File: config.mk
export PLATFORM = sky130hd
export DESIGN_NAME = acq_sequencer
export DESIGN_NICKNAME = d
export VERILOG_FILES = /design/src/rtl/acq_seq_pkg.sv /design/src/rtl/acq_seq_regs.sv /design/src/rtl/acq_seq_ctrl.sv /design/src/rtl/acq_sequencer.sv
export SDC_FILE = /design/constraint.sdc
export NUM_CORES = 1
export LEC_CHECK = 0
export ABC_CLOCK_PERIOD_IN_PS = 3300
export BUFFER_PORTS_ARGS = -buffer_cell sky130_fd_sc_hd__buf_2
export CAP_MARGIN = 25
export CORE_ASPECT_RATIO = 0.75
export CORE_UTILIZATION = 35
export DETAILED_ROUTE_END_ITERATION = 6
export RECOVER_POWER = 100
export SLEW_MARGIN = 20
export SYNTH_ARGS = -nofsm -noshare
export SYNTH_HDL_FRONTEND = slang
export SYNTH_SLANG_ARGS = --single-unit
File: constraint.sdc
create_clock -name clk -period 3.3 [get_ports clk]
set_input_delay 0.165 -clock clk [delete_from_list [all_inputs] [get_ports clk]]
set_output_delay 0.165 -clock clk [all_outputs]
set_load 0.03 [all_outputs]
File: src/rtl/acq_seq_pkg.sv
package acq_seq_pkg;

   localparam int CHAN_W  = 3;
   localparam int SET_MAX = 5;
   localparam int IDX_W   = $clog2(SET_MAX + 1);

   localparam logic [6:0] MODE_DEFAULT = 7'h0A;

   typedef enum logic [CHAN_W-1:0] {
      CH_PRI_SHUNT = 3'd0,
      CH_PRI_BUS   = 3'd1,
      CH_AUX_SHUNT = 3'd2,
      CH_AUX_BUS   = 3'd3,
      CH_TEMP      = 3'd4
   } chan_e;

   typedef enum logic {
      SQ_IDLE = 1'b0,
      SQ_WAIT = 1'b1
   } seq_state_e;

   // bit order matches the register layout, bit 6 down to bit 0
   typedef struct packed {
      logic       cnv_off;
      logic       hold_idle;
      logic       park_pd;
      logic       cont;
      logic [2:0] set_code;
   } mode_t;

   function automatic logic [IDX_W-1:0] set_len(input logic [2:0] code);
      case (code)
         3'd2, 3'd5: set_len = IDX_W'(2);
         3'd7:       set_len = IDX_W'(SET_MAX);
         default:    set_len = IDX_W'(1);
      endcase
   endfunction

   function automatic logic [CHAN_W-1:0] set_chan(input logic [2:0] code,
                                                  input logic [IDX_W-1:0] idx);
      case (code)
         3'd0:    set_chan = CH_PRI_SHUNT;
         3'd1:    set_chan = CH_PRI_BUS;
         3'd2:    set_chan = CHAN_W'(idx);
         3'd3:    set_chan = CH_AUX_SHUNT;
         3'd4:    set_chan = CH_AUX_BUS;
         3'd5:    set_chan = CHAN_W'(CH_AUX_SHUNT) + CHAN_W'(idx);
         3'd6:    set_chan = CH_TEMP;
         default: set_chan = CHAN_W'(idx);
      endcase
   endfunction

endpackage

File: src/rtl/acq_seq_regs.sv
module acq_seq_regs
   import acq_seq_pkg::*;
#(
   parameter int               ADDR_W      = 8,
   parameter logic [ADDR_W-1:0] OP_ADDR    = ADDR_W'('h01),
   parameter logic [ADDR_W-1:0] MODE_ADDR  = ADDR_W'('hD2),
   parameter logic [ADDR_W-1:0] STAT_ADDR  = ADDR_W'('hD3),
   parameter logic [ADDR_W-1:0] RST_ADDR   = ADDR_W'('h12),
   parameter bit               READ_CLEARS = 1'b1
)(
   input  logic              clk,
   input  logic              rst_n,
   input  logic [ADDR_W-1:0] reg_addr,
   input  logic              reg_wr,
   input  logic              reg_rd,
   input  logic [7:0]        reg_wdata,
   output logic [7:0]        reg_rdata,
   output logic              op_on,
   output mode_t             mode,
   output logic              mode_wr,
   output logic              op_wr,
   output logic              restore,
   output logic              trig_wr,
   input  logic              set_done,
   input  logic              set_ovf
);

   logic  op_q, rdy_q, ovf_q;
   mode_t mode_q;
   logic  stat_rd, trig_clr, rd_clr;

   assign mode_wr  = reg_wr && (reg_addr == MODE_ADDR);
   assign op_wr    = reg_wr && (reg_addr == OP_ADDR);
   assign restore  = reg_wr && (reg_addr == RST_ADDR);
   assign stat_rd  = reg_rd && (reg_addr == STAT_ADDR);
   assign trig_clr = mode_wr && !reg_wdata[3];
   assign trig_wr  = trig_clr && !reg_wdata[6] && !reg_wdata[5];

   generate
      if (READ_CLEARS) begin : g_rd_clr
         assign rd_clr = stat_rd;
      end else begin : g_rd_keep
         assign rd_clr = 1'b0;
      end
   endgenerate

   always_ff @(posedge clk or negedge rst_n) begin
      if (!rst_n) begin
         op_q   <= 1'b1;
         mode_q <= mode_t'(MODE_DEFAULT);
         rdy_q  <= 1'b0;
         ovf_q  <= 1'b0;
      end else if (restore) begin
         op_q   <= 1'b1;
         mode_q <= mode_t'(MODE_DEFAULT);
         rdy_q  <= 1'b0;
         ovf_q  <= 1'b0;
      end else begin
         if (op_wr)   op_q   <= reg_wdata[7];
         if (mode_wr) mode_q <= mode_t'(reg_wdata[6:0]);
         if (set_done) begin
            rdy_q <= 1'b1;
            ovf_q <= set_ovf;
         end else if (rd_clr || trig_clr) begin
            rdy_q <= 1'b0;
            ovf_q <= 1'b0;
         end
      end
   end

   always_comb begin
      reg_rdata = 8'h00;
      if (reg_addr == OP_ADDR)        reg_rdata = {op_q, 7'b0};
      else if (reg_addr == MODE_ADDR) reg_rdata = {1'b0, mode_q};
      else if (reg_addr == STAT_ADDR) reg_rdata = {6'b0, rdy_q, ovf_q};
   end

   assign op_on = op_q;
   assign mode  = mode_q;

endmodule

File: src/rtl/acq_seq_ctrl.sv
module acq_seq_ctrl
   import acq_seq_pkg::*;
(
   input  logic              clk,
   input  logic              rst_n,
   input  logic              op_on,
   input  mode_t             mode,
   input  logic              mode_wr,
   input  logic              cfg_wr,
   input  logic              trig_wr,
   input  logic              restore,
   output logic              cnv_start,
   output logic [CHAN_W-1:0] cnv_chan,
   input  logic              cnv_done,
   input  logic              cnv_ovf,
   output logic              park_pd,
   output logic              set_done,
   output logic              set_ovf
);

   seq_state_e       state;
   logic [IDX_W-1:0] idx, idx_nxt;
   logic [2:0]       seq_code;
   logic             seq_trig, seq_post, abort_q, acc_ovf, trig_pend;
   logic             run_en, go, last, ovf_n;

   assign run_en  = op_on && !mode.cnv_off && !mode.hold_idle;
   assign go      = (state == SQ_IDLE) && run_en && !cfg_wr && (mode.cont || trig_pend);
   assign idx_nxt = idx + 1'b1;
   assign last    = (idx_nxt == set_len(seq_code));
   assign ovf_n   = acc_ovf || cnv_ovf;

   always_ff @(posedge clk or negedge rst_n) begin
      if (!rst_n) begin
         state     <= SQ_IDLE;
         idx       <= '0;
         seq_code  <= '0;
         seq_trig  <= 1'b0;
         seq_post  <= 1'b0;
         abort_q   <= 1'b0;
         acc_ovf   <= 1'b0;
         trig_pend <= 1'b0;
         park_pd   <= 1'b0;
         cnv_start <= 1'b0;
         cnv_chan  <= '0;
         set_done  <= 1'b0;
         set_ovf   <= 1'b0;
      end else begin
         cnv_start <= 1'b0;
         set_done  <= 1'b0;
         if (mode_wr || restore) park_pd <= 1'b0;

         if (trig_wr)
            trig_pend <= 1'b1;
         else if (mode_wr || restore || go || (state == SQ_IDLE && !run_en))
            trig_pend <= 1'b0;

         case (state)
            SQ_IDLE: begin
               if (go) begin
                  cnv_start <= 1'b1;
                  cnv_chan  <= set_chan(mode.set_code, '0);
                  idx       <= '0;
                  seq_code  <= mode.set_code;
                  seq_trig  <= !mode.cont;
                  seq_post  <= mode.park_pd;
                  acc_ovf   <= 1'b0;
                  abort_q   <= 1'b0;
                  state     <= SQ_WAIT;
               end
            end
            SQ_WAIT: begin
               if (cfg_wr) abort_q <= 1'b1;
               if (cnv_done) begin
                  acc_ovf <= ovf_n;
                  if (abort_q || cfg_wr) begin
                     state <= SQ_IDLE;
                  end else if (last) begin
                     state <= SQ_IDLE;
                     if (seq_trig) begin
                        set_done <= 1'b1;
                        set_ovf  <= ovf_n;
                        if (seq_post) park_pd <= 1'b1;
                     end
                  end else begin
                     idx       <= idx_nxt;
                     cnv_start <= 1'b1;
                     cnv_chan  <= set_chan(seq_code, idx_nxt);
                  end
               end
            end
            default: state <= SQ_IDLE;
         endcase
      end
   end

endmodule

File: src/rtl/acq_sequencer.sv
module acq_sequencer
   import acq_seq_pkg::*;
#(
   parameter int               ADDR_W      = 8,
   parameter logic [ADDR_W-1:0] OP_ADDR    = ADDR_W'('h01),
   parameter logic [ADDR_W-1:0] MODE_ADDR  = ADDR_W'('hD2),
   parameter logic [ADDR_W-1:0] STAT_ADDR  = ADDR_W'('hD3),
   parameter logic [ADDR_W-1:0] RST_ADDR   = ADDR_W'('h12),
   parameter bit               READ_CLEARS = 1'b1
)(
   input  logic              clk,
   input  logic              rst_n,
   input  logic [ADDR_W-1:0] reg_addr,
   input  logic              reg_wr,
   input  logic              reg_rd,
   input  logic [7:0]        reg_wdata,
   output logic [7:0]        reg_rdata,
   output logic              cnv_start,
   output logic [2:0]        cnv_chan,
   input  logic              cnv_done,
   input  logic              cnv_ovf,
   output logic              cnv_pd,
   output logic              chip_pd
);

   if (ADDR_W < 1) begin : g_bad_width
      $error("acq_sequencer: ADDR_W must be at least 1");
   end
   if (OP_ADDR == MODE_ADDR || OP_ADDR == STAT_ADDR || OP_ADDR == RST_ADDR ||
       MODE_ADDR == STAT_ADDR || MODE_ADDR == RST_ADDR || STAT_ADDR == RST_ADDR) begin : g_bad_map
      $error("acq_sequencer: register addresses must be distinct");
   end

   logic  op_on, mode_wr, op_wr, restore, trig_wr, cfg_wr;
   logic  set_done, set_ovf, park_pd;
   mode_t mode;

   assign cfg_wr = mode_wr || op_wr || restore;

   acq_seq_regs #(
      .ADDR_W(ADDR_W), .OP_ADDR(OP_ADDR), .MODE_ADDR(MODE_ADDR),
      .STAT_ADDR(STAT_ADDR), .RST_ADDR(RST_ADDR), .READ_CLEARS(READ_CLEARS)
   ) u_regs (
      .clk(clk), .rst_n(rst_n), .reg_addr(reg_addr), .reg_wr(reg_wr),
      .reg_rd(reg_rd), .reg_wdata(reg_wdata), .reg_rdata(reg_rdata),
      .op_on(op_on), .mode(mode), .mode_wr(mode_wr), .op_wr(op_wr),
      .restore(restore), .trig_wr(trig_wr), .set_done(set_done), .set_ovf(set_ovf)
   );

   acq_seq_ctrl u_ctrl (
      .clk(clk), .rst_n(rst_n), .op_on(op_on), .mode(mode), .mode_wr(mode_wr),
      .cfg_wr(cfg_wr), .trig_wr(trig_wr), .restore(restore),
      .cnv_start(cnv_start), .cnv_chan(cnv_chan), .cnv_done(cnv_done),
      .cnv_ovf(cnv_ovf), .park_pd(park_pd), .set_done(set_done), .set_ovf(set_ovf)
   );

   assign chip_pd = !op_on;
   assign cnv_pd  = mode.cnv_off || park_pd || !op_on;

endmodule

==> impl_metrics.py <==
metrics = {
    "status": {
        "status": "complete, but fails checks",
        "violations": "capacitance limit, slew limit",
    },
    "drt": {
        "routed-wl-met3_um": 175,
        "drt-initial-drc-count": 55,
        "drc_errors": 0,
        "vias_per_cell": 5.061,
        "wl_met2_um": 1359,
        "wl_met1_um": 2086,
        "top_layer_used": "met4",
        "drt.antenna.violating_nets": 0,
        "wl_per_cell_um": 13.89,
        "num_vias": 1326,
        "drt_wl_total_um": 3638,
        "drtPass1Iterations": 4,
    },
    "sta": {
        "hold_viol": 0,
        "period_needed_ns": 2.457,
        "fin_setup_tns_ns": 0,
        "max_freq_mhz": 407.0,
        "hold_slack_ns": 0.1012,
        "rsz0062_at_grt": "false",
        "fin_crit_sh_pct": 74.46,
        "slew_headroom_pct": -5.219,
        "finalSetupViolCount": 0,
        "skew_ns": 0.005294,
        "worstMarginPinSlew_ns": 1.578,
        "drv_slew": 30,
    },
    "clock_tree": {
        "ctsHoldBuffers": 1,
        "cts_max_path_buffers": 2,
        "cts_setup_buffers": 0,
        "cts_sinks": 29,
        "insertion_delay_ns": 0.28,
        "htree_levels": 2,
        "clk_pin_slew_ns": 0.06,
        "ctsRootBufferMaster": "clkbuf_8",
        "cts_resized": 0,
        "numCtsBuffers": 5,
        "cts_tree": "yes",
    },
    "synth": {
        "synth_nets": 189,
        "synth-adder-area-share_pct": 1.971,
        "synth_area_mm2": 0.001650,
        "synthFlopType": "dfrtp_1",
        "synth_seq_cells": 29,
        "syn_avg_cell_area_um2": 9.942,
        "synth_top_family_by_area": "simple AND/OR/NAND/NOR gates",
        "ys_async_sr_fraction_pct": 100.0,
        "ys_warn_count": 0,
        "ys_top_cells_by_area": "dfrtp_1, dfstp_2, mux2_4, nand2_1, nor2_1",
        "synth_compound_gate_area_share_pct": 15.39,
        "yosysTopAreaCell": "dfrtp_1",
        "yosys.area_share.simple_pct": 23.05,
        "synth_edf_count": 0,
        "synth_xor_area_share_pct": 2.654,
        "synth.distinct_cells": 48,
        "synthCells": 166,
        "synth_mux_area_share_pct": 9.401,
        "synth_top_cell_area_share_pct": 39.42,
        "synth.yosys.seq_area_share_pct": 44.20,
    },
    "layout": {
        "syn2layout_area_growth_pct": 16.22,
        "drive_gt1_share_pct": 18.05,
        "layout_common_cells": "dfrtp_1, clkbuf_1, buf_2",
        "nNetsFinal": 227,
        "layout_commonest_cell": "dfrtp_1",
        "num_antenna_cells": 0,
    },
    "worst_setup_path": {
        "crit_arrival_ns": 2.62,
        "crit_required_ns": 3.46,
        "cp_num_buf_inv": 1,
        "critPathKind": "in -> reg",
        "worst_path_max_delay_cell": "nor4b_1",
        "slowest_delay_ns": 0.87,
        "crit_family": "simple AND/OR/NAND/NOR gates",
        "crit_path_start_kind": "input pin",
        "cp-end-kind": "register",
        "cp_max_fo": 9,
        "path_cells": "clkbuf_1 > nor4b_1 > nand4_1 > nand3_1 > mux2_2",
    },
    "grt": {
        "gr-total-overflow": 0,
        "grtUsageTotal_pct": 15.52,
        "grt_pass1_wl_um": 5540,
        "grt_max_degree": 30,
        "antenna_found_initial": 0,
        "grt_pass1_vias": 1103,
    },
    "die": {
        "dieArea_mm2": 0.004997,
        "start_util_pct": 36.73,
        "die_h_um": 61.47,
        "core-area_mm2": 0.004493,
        "pin_count": 36,
        "num_rows": 21,
        "die_x_um": 81.29,
    },
    "placement": {
        "gp_congestion": 0.7688,
        "port_buffers": 35,
        "detailed_place_hpwl_um": 2674,
    },
    "min_path": {
        "hold_class": "in -> reg",
    },
    "job": {
        "drv_cap": 1,
    },
    "pwr": {
        "vdd_drop_max_uv": 302.8,
        "leakagePower_nw": 0.8296,
        "p_per_area_mw_per_mm2": 624.8,
    },
}
==> cell type report <==
type,instances,area [um2]
Clock buffer,8,90.09
Fill cell,466,2575
Inverter,9,33.78
Multi-Input combinational cell,123,829.5
Sequential cell,29,729.5
Tap cell,57,71.32
Timing Repair Buffer,36,163.9
==> cells in the mapped netlist (2+ instances only) <==
library cell / n
dfstp_2: 3
nand2_1: 16
and2_1: 5
buf_2: 2
dfrtp_1: 26
clkbuf_1: 3
nor2_1: 14
o31ai_1: 2
nand3_1: 7
mux2i_1: 5
a22o_1: 4
maj3_1: 2
nand3b_1: 2
xnor2_1: 4
o211ai_1: 2
mux2_2: 4
a21oi_1: 10
o21ai_0: 6
mux2_4: 4
inv_1: 9
nand4_1: 5
a22oi_1: 3
nor2b_1: 3
==> power breakdown <==
group / switching [mW] / internal, mW
Combinational: 0.217 / 0.171
Sequential: 0.0829 / 0.424
Clock: 0.134 / 0.170
==> logic make-up after synthesis <==
group                      count (synthesis)
xor gates and xnor gates                   5
DFF                                       29
muxes                                     13
AOI/OAI and AO/OA                         36
and+or+nand+nor                           66
buffers and inverters                     14
adders and majority gates                  3
==> registers in the layout (all words and copies together), names as in the netlist <==
register          count
u_regs.ovf_q          1
u_ctrl.cnv_chan       3
u_ctrl.state          1
u_ctrl.set_done       1
u_regs.mode           7
u_ctrl.park_pd        1
u_ctrl.seq_trig       1
u_ctrl.seq_code       3
u_ctrl.abort_q        1
u_ctrl.idx            3
u_regs.op_on          1
u_ctrl.cnv_start      1
u_ctrl.acc_ovf        1
u_ctrl.trig_pend      1
u_ctrl.set_ovf        1
u_regs.rdy_q          1
u_ctrl.seq_post       1
==> metrics by stage <==
stage          worst slack (ns)  cells  power [mW]  area [um2]  util (%)
3_3_place_gp              1.063    253      0.9259        1876     41.74
2_1_floorplan             1.165    166      0.8322        1650         -
6_report                 0.8428    262       1.198        1918     42.69
4_1_cts                   1.023    262       1.232        1976     43.97
5_1_grt                  0.7236    262       1.274        1918     42.69
3_5_place_dp              1.040    253      0.9262        1876     41.74
==> worst paths after layout <==
kind | slack, ns | cells past startpoint | end | from
worst max register to register | 1.05 | 4 | u_ctrl.idx[0] | u_regs.op_on
worst min-delay path | 0.10 | 2 | u_regs.mode[4] | reg_wdata[4]
worst max-delay path | 0.84 | 5 | u_ctrl.seq_code[0] | reg_addr[0]
worst min register to register | 0.48 | 2 | u_ctrl.seq_trig | u_ctrl.seq_trig
max in group asynchronous | 1.56 | 2 | u_ctrl.trig_pend | rst_n
min in group asynchronous | 0.81 | 2 | u_ctrl.cnv_start | rst_n
==> worst register-to-register path: cells and delay by family (launching register included) <==
family / cells / cell delay [ns]
compound gates: 1 / 0.42
flops: 1 / 0.54
mux: 1 / 0.37
simple gates: 2 / 0.79
==> layer usage <==
metal,vias up,GRT usage [%]
met5,-,0
met2,32,18.57
met3,3,5.037
met1,616,24.93
li1,675,-
met4,0,4.592
(Power assumes the default switching activity.)
